===== src/rtl/dac_upd_pkg.sv =====
// Shared definitions for the scheduled DAC update controller.
// Assumes a byte-wide register bus with a 2-bit address.
package dac_upd_pkg;
    typedef enum logic [1:0] {
        ADDR_HI   = 2'd0,
        ADDR_LO   = 2'd1,
        ADDR_CTRL = 2'd2,
        ADDR_NONE = 2'd3
    } reg_addr_e;

    typedef enum logic [2:0] {
        TRIG_T0   = 3'd0,
        TRIG_T1   = 3'd1,
        TRIG_T2   = 3'd2,
        TRIG_T3   = 3'd3,
        TRIG_RISE = 3'd4,
        TRIG_FALL = 3'd5,
        TRIG_BOTH = 3'd6,
        TRIG_HIWR = 3'd7
    } trig_mode_e;

    localparam logic [1:0] RANGE_RESET = 2'b10;
endpackage


===== src/rtl/dac_hold_regs.sv =====
// Holding registers: high and low data bytes and the control byte.
// Only the top LO_BITS bits of a low-register write are kept; the rest read as 0.
// Assumes one write per cycle and a synchronous active-low reset.
module dac_hold_regs
    import dac_upd_pkg::*;
#(
    parameter int DATA_W  = 8,
    parameter int LO_BITS = 2
) (
    input  logic              clk,
    input  logic              rst_n,
    input  logic              we,
    input  logic [1:0]        addr,
    input  logic [DATA_W-1:0] wdata,
    input  logic [1:0]        raddr,
    output logic [DATA_W-1:0] hi_q,
    output logic [LO_BITS-1:0] lo_q,
    output trig_mode_e        mode_q,
    output logic [1:0]        range_q,
    output logic              hi_wr_q,
    output logic [DATA_W-1:0] rdata
);
    localparam int PAD_W = DATA_W - LO_BITS;

    // Capture bus writes into the addressed register.
    always_ff @(posedge clk) begin
        if (!rst_n) begin
            hi_q    <= '0;
            lo_q    <= '0;
            mode_q  <= TRIG_T0;
            range_q <= RANGE_RESET;
        end else if (we) begin
            case (reg_addr_e'(addr))
                ADDR_HI:   hi_q <= wdata;
                ADDR_LO:   lo_q <= wdata[DATA_W-1 -: LO_BITS];
                ADDR_CTRL: begin
                    mode_q  <= trig_mode_e'(wdata[2:0]);
                    range_q <= wdata[5:4];
                end
                default: ;
            endcase
        end
    end

    // Remember a high-register write for the software-paced mode.
    always_ff @(posedge clk) begin
        if (!rst_n) hi_wr_q <= 1'b0;
        else        hi_wr_q <= we && (reg_addr_e'(addr) == ADDR_HI);
    end

    // Read mux for software visibility of the held state.
    always_comb begin
        case (reg_addr_e'(raddr))
            ADDR_HI:   rdata = hi_q;
            ADDR_LO:   rdata = {lo_q, {PAD_W{1'b0}}};
            ADDR_CTRL: rdata = {2'b00, range_q, 1'b0, mode_q};
            default:   rdata = '0;
        endcase
    end


    hi_write_chk: assert property (@(posedge clk) disable iff (!rst_n)
        (we && addr == 2'd0) |=> (rdata == hi_q || raddr != 2'd0) && hi_q == $past(wdata));
endmodule


===== src/rtl/cnv_edge_sync.sv =====
// Synchronizes the asynchronous convert-start pin and makes one-clock
// rising and falling edge pulses from the synchronized level.
// Assumes the pin holds each level for at least STAGES clocks.
module cnv_edge_sync #(
    parameter int STAGES = 2
) (
    input  logic clk,
    input  logic rst_n,
    input  logic pin,
    output logic rise,
    output logic fall
);
    logic [STAGES:0] chain;

    // Shift the pin through the synchronizer plus one history flop.
    always_ff @(posedge clk) begin
        if (!rst_n) chain <= '0;
        else        chain <= {chain[STAGES-1:0], pin};
    end

    // Compare the synchronized level with its previous value.
    always_comb begin
        rise = chain[STAGES-1] & ~chain[STAGES];
        fall = ~chain[STAGES-1] & chain[STAGES];
    end


    edge_excl_chk: assert property (@(posedge clk) disable iff (!rst_n)
        $onehot0({rise, fall}));

    rise_width_chk: assert property (@(posedge clk) disable iff (!rst_n)
        rise |=> !rise);
endmodule


===== src/rtl/dac_trig_sel.sv =====
// Chooses the update event named by the trigger mode.
// Assumes timer overflow pulses are synchronous to clk.
module dac_trig_sel
    import dac_upd_pkg::*;
#(
    parameter int N_TMR = 4
) (
    input  trig_mode_e       mode,
    input  logic [N_TMR-1:0] tmr_ovf,
    input  logic             rise,
    input  logic             fall,
    input  logic             hi_wr,
    output logic             trig
);
    localparam int SEL_W = $clog2(N_TMR);

    // Pick one event source per mode.
    always_comb begin
        case (mode)
            TRIG_RISE: trig = rise;
            TRIG_FALL: trig = fall;
            TRIG_BOTH: trig = rise | fall;
            TRIG_HIWR: trig = hi_wr;
            default:   trig = tmr_ovf[mode[SEL_W-1:0]];
        endcase
    end
endmodule


===== src/rtl/dac_update_ctrl.sv =====
// Top of the scheduled DAC update controller. It holds the DAC code and
// loads it from the holding registers only on the selected hardware event.
// Assumes a synchronous active-low reset and inputs synchronous to clk,
// except cnv_pin, which is synchronized here.
module dac_update_ctrl
    import dac_upd_pkg::*;
#(
    parameter int DATA_W = 8,
    parameter int CODE_W = 10,
    parameter int N_TMR  = 4,
    parameter int SYNC_STAGES = 2
) (
    input  logic              clk,
    input  logic              rst_n,
    input  logic              bus_we,
    input  logic [1:0]        bus_addr,
    input  logic [DATA_W-1:0] bus_wdata,
    input  logic [1:0]        bus_raddr,
    output logic [DATA_W-1:0] bus_rdata,
    input  logic [N_TMR-1:0]  tmr_ovf,
    input  logic              cnv_pin,
    output logic [CODE_W-1:0] dac_code,
    output logic [1:0]        fs_range
);
    localparam int LO_BITS = CODE_W - DATA_W;

    logic [DATA_W-1:0]  hi_q;
    logic [LO_BITS-1:0] lo_q;
    trig_mode_e         mode_q;
    logic               hi_wr_q, rise, fall, trig;

    dac_hold_regs #(.DATA_W(DATA_W), .LO_BITS(LO_BITS)) u_regs (
        .clk(clk), .rst_n(rst_n), .we(bus_we), .addr(bus_addr),
        .wdata(bus_wdata), .raddr(bus_raddr), .hi_q(hi_q), .lo_q(lo_q),
        .mode_q(mode_q), .range_q(fs_range), .hi_wr_q(hi_wr_q),
        .rdata(bus_rdata)
    );

    cnv_edge_sync #(.STAGES(SYNC_STAGES)) u_sync (
        .clk(clk), .rst_n(rst_n), .pin(cnv_pin), .rise(rise), .fall(fall)
    );

    dac_trig_sel #(.N_TMR(N_TMR)) u_sel (
        .mode(mode_q), .tmr_ovf(tmr_ovf), .rise(rise), .fall(fall),
        .hi_wr(hi_wr_q), .trig(trig)
    );

    // DAC input latch: copies the held word only on the event.
    always_ff @(posedge clk) begin
        if (!rst_n)    dac_code <= '0;
        else if (trig) dac_code <= {hi_q, lo_q};
    end


    latch_hold_chk: assert property (@(posedge clk) disable iff (!rst_n)
        !trig |=> $stable(dac_code));

    latch_load_chk: assert property (@(posedge clk) disable iff (!rst_n)
        trig |=> dac_code == {$past(hi_q), $past(lo_q)});
endmodule


===== config.mk =====
export PLATFORM = sky130hd
export DESIGN_NAME = dac_update_ctrl
export DESIGN_NICKNAME = d
export VERILOG_FILES = /design/src/rtl/dac_upd_pkg.sv /design/src/rtl/dac_hold_regs.sv /design/src/rtl/cnv_edge_sync.sv /design/src/rtl/dac_trig_sel.sv /design/src/rtl/dac_update_ctrl.sv
export SDC_FILE = /design/constraint.sdc
export NUM_CORES = 1
export LEC_CHECK = 0
export BUFFER_PORTS_ARGS = -buffer_cell sky130_fd_sc_hd__buf_2
export CORE_AREA = 5 5 60 62
export CTS_BUF_LIST = sky130_fd_sc_hd__clkbuf_8
export DETAILED_ROUTE_END_ITERATION = 12
export DIE_AREA = 0 0 65 67
export HOLD_SLACK_MARGIN = 0.06
export PLACE_DENSITY = 0.84
export SLEW_MARGIN = 5
export SYNTH_ARGS = -nofsm -noshare
export SYNTH_HDL_FRONTEND = slang
export SYNTH_SLANG_ARGS = --single-unit

===== constraint.sdc =====
create_clock -name clk -period 1.7 [get_ports clk]
set_clock_uncertainty 0.15 [all_clocks]
set_input_delay 0.34 -clock clk [delete_from_list [all_inputs] [get_ports clk]]
set_output_delay 0.34 -clock clk [all_outputs]
set_load 0.1 [all_outputs]

==> impl_results.md <==
- Width of the die: 65 um
- Pins over their slew limit: 0
- Area grow syn2layout: 43.1%
- Layout cell share with drive strength beyond 1: 0.434
- Total GRT Usage: 0.165
- Largest net degree at the start of global routing: 40
- Startpoint Class: register
- Final WL: 3190 um
- Worst slew pin tran: 0.567 ns
- Failing checks: setup timing
- Max_cap viols: 0
- FP Rows: 20
- CTS tree: yes
- N_diodes: 0
- HP Class: input port to register
- Cell count after synthesis: 130
- Fin cells: 206
- Vias in the first global route: 1,125
- Vias per cell: 5.10
- Outcome: complete, but fails checks
- Crit path kind: register to register
- Clock Path Buffers: 2
- RR Startpoint: u_sync.chain[1]$_SDFF_PN0_
- Worst-path maximum fanout: 5
- Setup WS post-layout: -0.0205 ns
- Die Y: 67 um
- Synthesized area: 1290 um^2
- Commonest non-fill, non-tap cell in the layout: mux2i_1
- Worst reg2reg path depth: 6
- I/O pin count: 40
- Initial antenna violation count: 0
- Worst vdd ir: 558 uV
- Die footprint: 4360 um^2
- Distinct cells, synth: 15
- Worst slew margin: 0.622
- Final period util: 1.01
- Wire length per cell: 15.5 um
- Worst Path Required: 1.75 ns
- Antenna Violating Nets Remaining: 0
- Fmax: 581 MHz
- Skew-Pair Late Insertion Delay: 0.28 ns
- Final setup fails: 5
- DP Wirelength: 2240 um
- HP Start: cnv_pin
- GP Congestion: 0.716
- Syn_area_per_cell: 9.94 um^2
- R2R setup slack: -0.02 ns
- # DRC: 0
- Pwr/cell area: 823 nW/um^2
- Crit path DAT: 1.77 ns
- Register area share after synthesis: 0.449
- Post-layout minimum cycle time: 1.72 ns
- Synthesized net count: 152
- RSZ-0062 raised after global routing: yes
- Core area: 2980 um^2
- Synthesized flop and latch total: 29
- PortBufs: 39
- Most frequent cells in the layout: mux2i_1, buf_2, dfxtp_1, nand2_1, nor2b_1
- Final Hold Vio Count: 0
- Reg-to-Reg End: dac_code[9]$_SDFFE_PN0P_
- Iter 0 DRT Violations: 19
- Root Buffer: clkbuf_8
- CP endpoint kind: register
- Initial core utilization: 0.434
- Number of synthesis warnings: 0
- Via count: 1,051
- Placed insts: 197
- Global route overflow: 0
- CTS Buf Count: 5
- Hold worst-path end: u_sync.chain[0]$_SDFF_PN0_
- Drt pass-1 iters: 4
- Hold depth: 2
- H-tree levels: 2
- Total Nets Final: 194
- Hold buffer count at CTS: 0
- Fillers: 233
- First-pass GRT wire length: 5380 um
- Reg clk slew, reported paths: 0.06 ns
- CTS sink cnt: 29
- Leak pwr: 0.795 nW
- Sum Neg Setup Slack: -0.0612 ns
power by group:
| part | internal, mW | switching (mW) |
|---|---|---|
| combinational | 0.103 | 0.170 |
| sequential | 0.698 | 0.0171 |
| clock | 0.277 | 0.257 |
| total | 1.08 | 0.445 |
layer usage:
metal / global-route usage / routed length, um
met5: 0 / 0
met2: 0.278 / 1550
met4: 0.0554 / 46
met3: 0.0573 / 216
met1: 0.193 / 1370
final cells by class:
class,count,area [um^2],area share
Clock buffer,5,68.8,0.0372
Timing Repair Buffer,43,345,0.187
Inverter,2,7.51,0.00406
Clock inverter,3,13.8,0.00744
Sequential cell,29,597,0.323
Tap cell,33,41.3,0.0223
Multi-Input combinational cell,91,776,0.419
worst max-delay path, stage by stage (launching register included):
cell and delay [ns]:
dfxtp_2 0.33, inv_2 0.04, ha_4 0.20, nand2_2 0.06, o21ai_2 0.06, mux4_2 0.58, mux2i_1 0.21
registers in the layout, indices dropped and copies added, names as in the netlist:
register / cells
u_regs.lo_q: 2
u_sync.chain: 3
u_regs.hi_q: 8
u_regs.range_q: 2
dac_code: 10
u_regs.hi_wr_q: 1
u_regs.mode_q: 3
synthesized netlist by cell type:
library cell / n / area share
o21ai_0: 1 / 0.0039
nor3b_1: 2 / 0.012
buf_6: 2 / 0.017
nand2_1: 22 / 0.064
nor2b_1: 14 / 0.068
and2_1: 4 / 0.019
inv_1: 2 / 0.0058
mux4_2: 1 / 0.017
dfxtp_1: 29 / 0.45
nor2_1: 7 / 0.020
mux2i_1: 35 / 0.27
ha_1: 2 / 0.019
clkbuf_1: 6 / 0.017
nand3b_1: 2 / 0.012
buf_2: 1 / 0.0039
logic make-up after synthesis:
group	after synthesis	share of synthesized area
multiplexers	36	0.288
AO/OA/AOI/OAI	1	0.00387
buffers and inverters	11	0.0445
flip-flops	29	0.449
AND/OR/NAND/NOR	51	0.195
adder cells (fa/ha/maj)	2	0.0194
per-stage QoR:
| step | total power [mW] | area (um^2) | hold WS, ns | utilization | worst slack [ns] |
|---|---|---|---|---|---|
| floorplan | 0.925 | 1400 | 0.262 | - | -0.141 |
| global placement | 0.981 | 1710 | 0.274 | 0.576 | -0.0667 |
| detailed placement | 0.989 | 1710 | 0.271 | 0.576 | -0.126 |
| CTS | 1.53 | 1840 | 0.104 | 0.618 | -0.0459 |
| global route | 1.59 | 1850 | 0.108 | 0.621 | -0.0874 |
| finish | 1.52 | 1850 | 0.111 | 0.621 | -0.0205 |
worst max-delay path by stage:
stage | start | slack (ns) | endpoint
2_1_floorplan | bus_raddr[0] | -0.14 | bus_rdata[3]
3_3_place_gp | u_sync.chain[1]$_SDFF_PN0_ | -0.07 | dac_code[0]$_SDFFE_PN0P_
3_5_place_dp | u_sync.chain[1]$_SDFF_PN0_ | -0.13 | dac_code[2]$_SDFFE_PN0P_
4_1_cts | u_sync.chain[1]$_SDFF_PN0_ | -0.05 | dac_code[9]$_SDFFE_PN0P_
5_1_grt | u_sync.chain[1]$_SDFF_PN0_ | -0.09 | dac_code[9]$_SDFFE_PN0P_
6_report | u_sync.chain[1]$_SDFF_PN0_ | -0.02 | dac_code[9]$_SDFFE_PN0P_
what timing repair did:
item / 4_1_cts / 5_1_grt
endpoints found under the setup margin: 11 / 13
pin swaps: 1 / 1
setup buffers: 0 / 0
gates resized for setup: 6 / 5
cloned: 1 / 0
Note: power is estimated with default switching activity, not from simulation.
